[config.mk]
export PLATFORM = sky130hd
export DESIGN_NAME = hs_chirp_ctrl
export DESIGN_NICKNAME = d
export VERILOG_FILES = /design/src/rtl/hs_chirp_pkg.sv /design/src/rtl/hs_chirp_sync.sv /design/src/rtl/hs_chirp_satcnt.sv /design/src/rtl/hs_chirp_ctrl.sv
export SDC_FILE = /design/constraint.sdc
export NUM_CORES = 1
export LEC_CHECK = 0
export ABC_AREA = 1
export BUFFER_PORTS_ARGS = -buffer_cell sky130_fd_sc_hd__buf_2
export CORE_ASPECT_RATIO = 1.2
export CORE_MARGIN = 5
export CORE_UTILIZATION = 46
export CTS_BUF_LIST = sky130_fd_sc_hd__clkbuf_8
export DETAILED_ROUTE_END_ITERATION = 10
export PLACE_DENSITY = 0.67
export SLEW_MARGIN = 20
export SYNTH_ARGS = -nofsm -noshare
export SYNTH_HDL_FRONTEND = slang
export SYNTH_SLANG_ARGS = --single-unit
[constraint.sdc]
create_clock -name clk -period 3.2 [get_ports clk]
set_input_delay 0.16 -clock clk [delete_from_list [all_inputs] [get_ports clk]]
set_output_delay 0.16 -clock clk [all_outputs]
set_load 0.02 [all_outputs]
[src/rtl/hs_chirp_pkg.sv]
package hs_chirp_pkg;

   typedef enum logic [2:0] {
      ST_FS_IDLE = 3'd0,
      ST_DELAY   = 3'd1,
      ST_CHIRP   = 3'd2,
      ST_WAIT    = 3'd3,
      ST_HS_RUN  = 3'd4,
      ST_REVERT  = 3'd5
   } hsc_state_e;

   function automatic int unsigned max_of(input int unsigned a, input int unsigned b);
      return (a > b) ? a : b;
   endfunction

endpackage

[src/rtl/hs_chirp_sync.sv]
module hs_chirp_sync #(
   parameter int unsigned STAGES = 2
) (
   input  logic clk,
   input  logic rst_n,
   input  logic d,
   output logic q
);
   generate
      if (STAGES == 0) begin : g_bypass
         assign q = d;
      end else if (STAGES == 1) begin : g_single
         logic r_q;
         always_ff @(posedge clk or negedge rst_n) begin
            if (!rst_n) r_q <= 1'b0;
            else        r_q <= d;
         end
         assign q = r_q;
      end else begin : g_chain
         logic [STAGES-1:0] chain_q;
         always_ff @(posedge clk or negedge rst_n) begin
            if (!rst_n) chain_q <= '0;
            else        chain_q <= {chain_q[STAGES-2:0], d};
         end
         assign q = chain_q[STAGES-1];
      end
   endgenerate
endmodule

[src/rtl/hs_chirp_satcnt.sv]
module hs_chirp_satcnt #(
   parameter int unsigned LIMIT = 15,
   localparam int unsigned W    = $clog2(LIMIT + 1)
) (
   input  logic         clk,
   input  logic         rst_n,
   input  logic         clr,
   output logic [W-1:0] count
);
   localparam logic [W-1:0] TOP = W'(LIMIT);

   generate
      if (LIMIT < 1) begin : g_bad_limit
         $error("hs_chirp_satcnt: LIMIT must be at least 1");
      end
   endgenerate

   always_ff @(posedge clk or negedge rst_n) begin
      if (!rst_n)            count <= '0;
      else if (clr)          count <= '0;
      else if (count != TOP) count <= count + 1'b1;
   end
endmodule

[src/rtl/hs_chirp_ctrl.sv]
module hs_chirp_ctrl
   import hs_chirp_pkg::*;
#(
   parameter int unsigned SYNC_STAGES = 2,
   parameter int unsigned T_QUAL      = 150,
   parameter int unsigned T_HS_IDLE   = 180000,
   parameter int unsigned T_SETTLE    = 6000,
   parameter int unsigned T_CHIRP_DLY = 6000,
   parameter int unsigned T_CHIRP     = 120000,
   parameter int unsigned MIN_CHIRP   = 60000,
   parameter int unsigned START_MIN   = 150,
   parameter int unsigned START_MAX   = 360000,
   parameter int unsigned DEADLINE    = 420000
) (
   input  logic clk,
   input  logic rst_n,
   input  logic line_se0,
   input  logic host_hs_ack,
   output logic chirp_k_en,
   output logic hs_term_sel,
   output logic hs_detect_done,
   output logic entry_from_hs
);
   localparam int unsigned RL_LIM = max_of(T_QUAL, T_HS_IDLE);
   localparam int unsigned DW_LIM = max_of(max_of(T_CHIRP_DLY, T_CHIRP), T_SETTLE);
   localparam int unsigned RL_W   = $clog2(RL_LIM + 1);
   localparam int unsigned DW_W   = $clog2(DW_LIM + 1);
   localparam logic [RL_W-1:0] QUAL_C   = RL_W'(T_QUAL);
   localparam logic [RL_W-1:0] HSIDLE_C = RL_W'(T_HS_IDLE);
   localparam logic [DW_W-1:0] DLY_END  = DW_W'(T_CHIRP_DLY - 1);
   localparam logic [DW_W-1:0] CHP_END  = DW_W'(T_CHIRP - 1);
   localparam logic [DW_W-1:0] STL_END  = DW_W'(T_SETTLE - 1);

   // timing budget checked at elaboration
   generate
      if (T_QUAL < 1 || T_HS_IDLE < 1 || T_SETTLE < 1 || T_CHIRP_DLY < 1 || T_CHIRP < 1) begin : g_zero
         $error("hs_chirp_ctrl: every interval must be at least one cycle");
      end
      if (T_CHIRP < MIN_CHIRP) begin : g_short
         $error("hs_chirp_ctrl: chirp shorter than the minimum length");
      end
      if (T_QUAL + T_CHIRP_DLY < START_MIN || T_QUAL + T_CHIRP_DLY > START_MAX) begin : g_window
         $error("hs_chirp_ctrl: chirp start outside the full-speed window");
      end
      if (T_QUAL + T_CHIRP_DLY + T_CHIRP > DEADLINE) begin : g_fs_late
         $error("hs_chirp_ctrl: full-speed path misses the deadline");
      end
      if (T_HS_IDLE + T_SETTLE + T_CHIRP_DLY + T_CHIRP > DEADLINE) begin : g_hs_late
         $error("hs_chirp_ctrl: high-speed path misses the deadline");
      end
   endgenerate

   logic            se0_s;
   logic [RL_W-1:0] run_len;
   logic [DW_W-1:0] dwell;
   hsc_state_e      state_q, state_d;
   logic            changing;

   hs_chirp_sync #(.STAGES(SYNC_STAGES)) i_sync (
      .clk(clk), .rst_n(rst_n), .d(line_se0), .q(se0_s)
   );

   assign changing = (state_d != state_q);

   // continuous SE0 length since last break or state change
   hs_chirp_satcnt #(.LIMIT(RL_LIM)) i_run_len (
      .clk(clk), .rst_n(rst_n), .clr(changing || !se0_s), .count(run_len)
   );

   // cycles spent in the current state
   hs_chirp_satcnt #(.LIMIT(DW_LIM)) i_dwell (
      .clk(clk), .rst_n(rst_n), .clr(changing), .count(dwell)
   );

   always_comb begin
      state_d = state_q;
      unique case (state_q)
         ST_FS_IDLE: if (run_len >= QUAL_C) state_d = ST_DELAY;
         ST_DELAY: begin
            if (!se0_s)                state_d = ST_FS_IDLE;
            else if (dwell == DLY_END) state_d = ST_CHIRP;
         end
         ST_CHIRP:   if (dwell == CHP_END) state_d = ST_WAIT;
         ST_WAIT: begin
            if (host_hs_ack)  state_d = ST_HS_RUN;
            else if (!se0_s)  state_d = ST_FS_IDLE;
         end
         ST_HS_RUN:  if (run_len >= HSIDLE_C) state_d = ST_REVERT;
         ST_REVERT:  if (dwell == STL_END) state_d = se0_s ? ST_DELAY : ST_FS_IDLE;
         default:    state_d = ST_FS_IDLE;
      endcase
   end

   always_ff @(posedge clk or negedge rst_n) begin
      if (!rst_n) begin
         state_q        <= ST_FS_IDLE;
         hs_detect_done <= 1'b0;
         entry_from_hs  <= 1'b0;
      end else begin
         state_q        <= state_d;
         hs_detect_done <= (state_q == ST_CHIRP) && (state_d == ST_WAIT);
         if (state_d == ST_DELAY && state_q != ST_DELAY)
            entry_from_hs <= (state_q == ST_REVERT);
      end
   end

   assign chirp_k_en  = (state_q == ST_CHIRP);
   assign hs_term_sel = (state_q == ST_HS_RUN);

   AST_NO_DUAL_DRIVE: assert property (@(posedge clk) disable iff (!rst_n)
      !(chirp_k_en && hs_term_sel));
   AST_CHIRP_AFTER_DELAY: assert property (@(posedge clk) disable iff (!rst_n)
      $rose(chirp_k_en) |-> $past(state_q == ST_DELAY && se0_s));
   AST_ABORT_SILENT: assert property (@(posedge clk) disable iff (!rst_n)
      (state_q == ST_DELAY && !se0_s) |=> !chirp_k_en);
   AST_DONE_ONE_SHOT: assert property (@(posedge clk) disable iff (!rst_n)
      hs_detect_done |=> !hs_detect_done);
   AST_DONE_FOLLOWS_CHIRP: assert property (@(posedge clk) disable iff (!rst_n)
      hs_detect_done |-> ($past(chirp_k_en) && !chirp_k_en));
   AST_HS_NEEDS_ACK: assert property (@(posedge clk) disable iff (!rst_n)
      $rose(hs_term_sel) |-> $past(host_hs_ack));
   AST_HS_FALLS_BACK: assert property (@(posedge clk) disable iff (!rst_n)
      (hs_term_sel && run_len >= HSIDLE_C) |=> !hs_term_sel);
endmodule

# Word-level counts from Yosys, hierarchy flattened
# Cells that the tools add are included.
# word_totals
register_bits,42
in_bits,4
word_cells,44
output_inout_bits,4
# classes
eq_ne,13
addsub,2
n_mux,14
n_reduce_logical,7
magnitude_cmp,2
# op_table
cell,n
two-way mux 18 bit,2
two-way mux 17 bit,2
two-way mux 3 bit,8
adder 18 x 1 -> 18 bit (second input constant),1
>= comparator 18 bit (second input constant),1
>= comparator 18 x 8 -> 1 bit (second input constant),1
!= test 18 bit (second input constant),1
case mux 3 bit (6 select lines),1
adder 17 x 1 -> 17 bit (second input constant),1
== test 17 x 13 -> 1 bit (second input constant),1
== test 17 bit (second input constant),1
!= test 17 bit (second input constant),1
== test 3 x 2 -> 1 bit (second input constant),3
== test 3 x 1 -> 1 bit (second input constant),2
== test 3 bit (second input constant),2
nonzero test 2 bit,2
logical NOT 3 bit,1
!= test 3 x 1 -> 1 bit (second input constant),1
!= test 3 bit,1
logical AND 1 bit,2
logical NOT 1 bit,1
logical OR 1 bit,1
two-way mux 1 bit,1

# Longest topological paths before layout
# depth
word_depth,7
ltp_mapped,16
depth_no_buf,15

# By module
# From an unflattened synthesis, not the netlist that was laid out.
# unflattened
hier_cells,450
hier_area_um2,2980.4
# modules_own_cells
mod,n_inst,area_per_inst_um2,cells_each,seq_area_each_um2
hs_chirp_satcnt (i_run_len),1,1111.1,160,450.4
hs_chirp_satcnt (i_dwell),1,1071.0,151,425.4
hs_chirp_ctrl,1,748.2,137,125.1
hs_chirp_sync,1,50.0,2,50.0

# Worst setup path before layout
# OpenSTA, ideal clock, no wires.
# synth_path
kind,register -> register
startpoint,register i_dwell.count[0]
endpoint,register i_run_len.count[11]
required_ns,3.132
path_buffers,1
setup_ns,0.068
path_slack_ns,1.391
path_stages_with_launch,14
arrival_ns,1.741
synth_period_minus_slack_ns,1.809
path_cell_list,dfrtp_1 > ha_1 > nand3_4 > nor2_4 > nand2_2 > nor2_4 > nor2_1 > nand2_2 > nor2_4 > nand2_2 > nand2_4 > nand4_4 > buf_12 > nor2_4
# synth_via
elab_chain_cells,7
elab_cells_between_ends,11
classes_between,eq/ne (3); mux (6); reduce/logical (2)
# synth_lines
item,line,source
start: declaration,hs_chirp_satcnt.sv:8,output logic [W-1:0] count
start signal: assignment,hs_chirp_satcnt.sv:21,else if (count != TOP) count <= count + 1'b1;
== test 17 x 13 -> 1 bit,"hs_chirp_ctrl.sv:81, hs_chirp_ctrl.sv:89",
two-way mux 3 bit,hs_chirp_ctrl.sv:81,else if (dwell == DLY_END) state_d = ST_CHIRP;
two-way mux 3 bit,hs_chirp_ctrl.sv:80,if (!se0_s) state_d = ST_FS_IDLE;
case mux 3 bit (6 select lines) (*),hs_chirp_ctrl.sv:77,unique case (state_q)
named net state_d[0],hs_chirp_ctrl.sv:56,"hsc_state_e state_q, state_d;"
!= test 3 bit (*),hs_chirp_ctrl.sv:63,assign changing = (state_d != state_q);
logical OR 1 bit (*),hs_chirp_ctrl.sv:67,".clk(clk), .rst_n(rst_n), .clr(changing || !se0_s), .count(run_len)"
two-way mux 18 bit or nonzero test 2 bit (tied branches),n/a,
end signal: assignment,hs_chirp_satcnt.sv:21,
end: declaration,hs_chirp_satcnt.sv:8,
# The timed path passes the listed nets; every way through them passes the cells marked *.
# A chain may end at the register's enable or synchronous reset.

# Worst setup path in the final report
# layout_path
startpoint,register state_q[0]
endpoint,register i_run_len.count[2]
# layout_via
elab_chain_cells,6
elab_cells_between_ends,19
classes_between,eq/ne (6); mux (10); reduce/logical (3)
# layout_lines
item,line,source
start: declaration,hs_chirp_ctrl.sv:56,
start signal: assignment,hs_chirp_ctrl.sv:100,state_q <= state_d;
"two-way mux 3 bit, on equally long branches","hs_chirp_ctrl.sv:86, hs_chirp_ctrl.sv:81",
"two-way mux 3 bit, on equally long branches","hs_chirp_ctrl.sv:85, hs_chirp_ctrl.sv:80",
case mux 3 bit (6 select lines),hs_chirp_ctrl.sv:77,
!= test 3 bit (*),hs_chirp_ctrl.sv:63,
logical OR 1 bit (*),hs_chirp_ctrl.sv:67,
two-way mux 18 bit or nonzero test 2 bit (tied branches),n/a,
# Mark *: on every way between the ends. The rest lies on a longest branch, timed or not.

==> results.toml <==
[synthesis]
muxShareOfSynthArea_pct = 0
synth_compound_area_share_pct = 1.693
synth-main-ff-cell = "dfrtp_1"
synth-warning-count = 0
syn_area_um2 = 2660
synth_top_area_share_pct = 39.51
synth-simple-area-share_pct = 40.26
synth_cells = 331
synth-edff-count = 0
ys_ff_latch = 42
synth_area_leader_cell = "dfrtp_1"
avgSynthCellArea_um2 = 8.036
async_flop_share_pct = 100.0
synth_area_leaders = "dfrtp_1 40%, nor2_1 9.0%, nand2_1 8.7%"
synth_xor_area_share_pct = 9.219
synth_nets = 339
ys_seq_area_share_pct = 39.51
synth_fa_ha_area_share_pct = 1.881
synth_top_family_by_area = "simple AND/OR/NAND/NOR gates"
synth_cell_types = 30

[detailed_routing]
dr.pass1.iters = 4
vias = 2047
drtIter0Drc = 85
routed_via_density = 5.017
routed_wl_um = 4947
drc = 0
routedWlPerCell_um = 12.13
antenna_left = 0

[floorplan]
die_area_um2 = 7410
initial_core_util_pct = 47.24
design.core.area_um2 = 5630
ioPinCount = 8
die_w_um = 79.42
std_cell_rows = 30
dieHeight_um = 93.30

[cts]
postCtsSetupBuffers = 0
htreeDepth = 2
clk_path_buf_depth = 2
clkSlewWorstSetupHoldPaths_ns = 0.09
clock_sinks = 42
cts_buffers = 5
clk_latency_ns = 0.29
cts_tree = "yes"
cts_hold_buf = 1
cts_root_buffer = "clkbuf_8"
cts_resized = 0

[setup_path]
critPathMaxFanout = 18
regToRegStartpoint = "state_q[0]"
end_kind = "flip-flop"
path_class = "flip-flop to flip-flop"
required_ns = 3.40
startpoint = "state_q[0]"
worstRegToRegCells = 8
cp.arrival_ns = 2.36
cp-start-kind = "flip-flop"
regToRegSetupSlack_ns = 1.04

[timing]
setup-tns-final_ns = 0
slew_headroom_pct = 38.26
finalCritPeriodShare_pct = 67.60
rsz0062_at_grt = "no"
max_freq_mhz = 462.3
period_needed_ns = 2.163
holdWs_ns = -0.01730
worst_pin_slew_ns = 0.9261
hold_violations = 4
setup_viol_count_final = 0
report.final.slew_viol_count = 0
fin_skew_ns = 0.01410

[final_layout]
drive_above_1_share_pct = 16.57
num-nets-final = 351
insertedDiodeCount = 0
area_growth_syn_to_layout_pct = 8.655
fin_util_pct = 51.33

[power_and_ir_drop]
leakage_uw = 0.001297
ir_drop_mv = 0.1691
powerDensity_nw_per_um2 = 406.9

[place]
gp_congestion = 0.8435
portBuffers = 7
dp_hpwl_um = 3717

[min_path]
min_path_type = "primary input to asynchronous set/reset pin"

[run]
maxCapViolations = 0

[run_status]
violations = "hold timing"
outcome = "finished with violations"

[global_routing]
grt_pass1_wl_um = 8852
grt_max_degree = 43
antenna_found_initial = 0
overflow = 0
grt_usage_pct = 14.85
grt_pass1_vias = 2038
==> area by class of cell <==
class                   count  area, um^2
clock buffers               5       68.82
clock inverters             3       68.82
multi-input cells         242        1411
inverters                  44       165.2
fillers                   541        2740
flip-flops and latches     42        1051
well taps                  64       80.08
repair buffers              8       45.04
==> where the power goes <==
part	switching (uW)	total [uW]	internal, uW	leakage (uW)
registers	28.6	579	550	0.000576
clock network	190	503	313	0.0000683
logic	62.7	94.7	32.0	0.000653
==> synth_stat cells, types with 2 or more instances <==
cell,instances
a21oi_1,2
dfrtp_1,42
ha_1,4
inv_1,38
inv_2,6
nand2_1,62
nand2_2,9
nand3_1,19
nand3_2,3
nand3_4,3
nand4_1,6
nor2_1,64
nor2_4,15
nor3_1,10
nor3_2,2
nor4_1,4
o21ai_0,3
xnor2_1,5
xor2_1,23
==> per-layer routing <==
metal / global-route usage, % / wire (um)
met1: 18.23 / 2207
met2: 25.35 / 2450
met3: 2.601 / 140
met4: 6.304 / 148
met5: 0 / 0
==> registers in the layout (all words and copies together), names as in the netlist <==
name,flops
entry_from_hs,1
hs_detect_done,1
i_dwell.count,17
i_run_len.count,18
i_sync.g_chain.chain_q,2
state_q,3
==> layout by cell type (no fill, tap or decap), drive strengths merged <==
cell	count
nor2	79
nand2	72
dfrtp	42
nand3b	1
a21oi	2
inv	44
clkinv	1
clkbuf	5
dlygate4sd3	1
o211ai	1
xnor2	5
xor2	23
bufinv	2
nand3	25
nor3	13
a21boi	1
nor4	4
buf	7
or2	1
nand4	7
o21ai	4
ha	4
==> cells by family after synthesis <==
group	Yosys count
AO/OA/AOI/OAI	8
XOR/XNOR	28
adder cells (fa/ha/maj)	4
buffers and inverters	47
flip-flops	42
AND/OR/NAND/NOR	202
==> final timing paths <==
| kind | endpoint |
|---|---|
| max | i_run_len.count[2] |
| min | i_dwell.count[11] |
| max reg2reg | i_run_len.count[2] |
| min reg2reg | i_sync.g_chain.chain_q[1] |
| max in group asynchronous | i_run_len.count[0] |
| min in group clk | state_q[1] |
==> metrics by stage <==
stage | power [uW] | instance area (um^2) | instances | hold slack [ns] | worst slack (ns)
6_report | 1176 | 2890 | 408 | -0.01730 | 1.037
5_1_grt | 1235 | 2890 | 408 | 0.08550 | 0.8241
4_1_cts | 1193 | 2890 | 408 | 0.04203 | 1.003
2_1_floorplan | 655.3 | 2660 | 331 | -0.1356 | 1.391
3_5_place_dp | 684.1 | 2743 | 399 | 0.2693 | 1.012
3_3_place_gp | 679.7 | 2743 | 399 | 0.2694 | 1.105
==> critical path, cell delays in order, from the launching register on <==
cell and delay, ns:
dfrtp_1 0.55, inv_2 0.12, nor3_1 0.29, nand2_1 0.11, nand2_1 0.09, nor2_1 0.07
nor2_4 0.18, nand4_4 0.43, nor2_1 0.23
No activity file was read; power rests on OpenSTA's default activity.
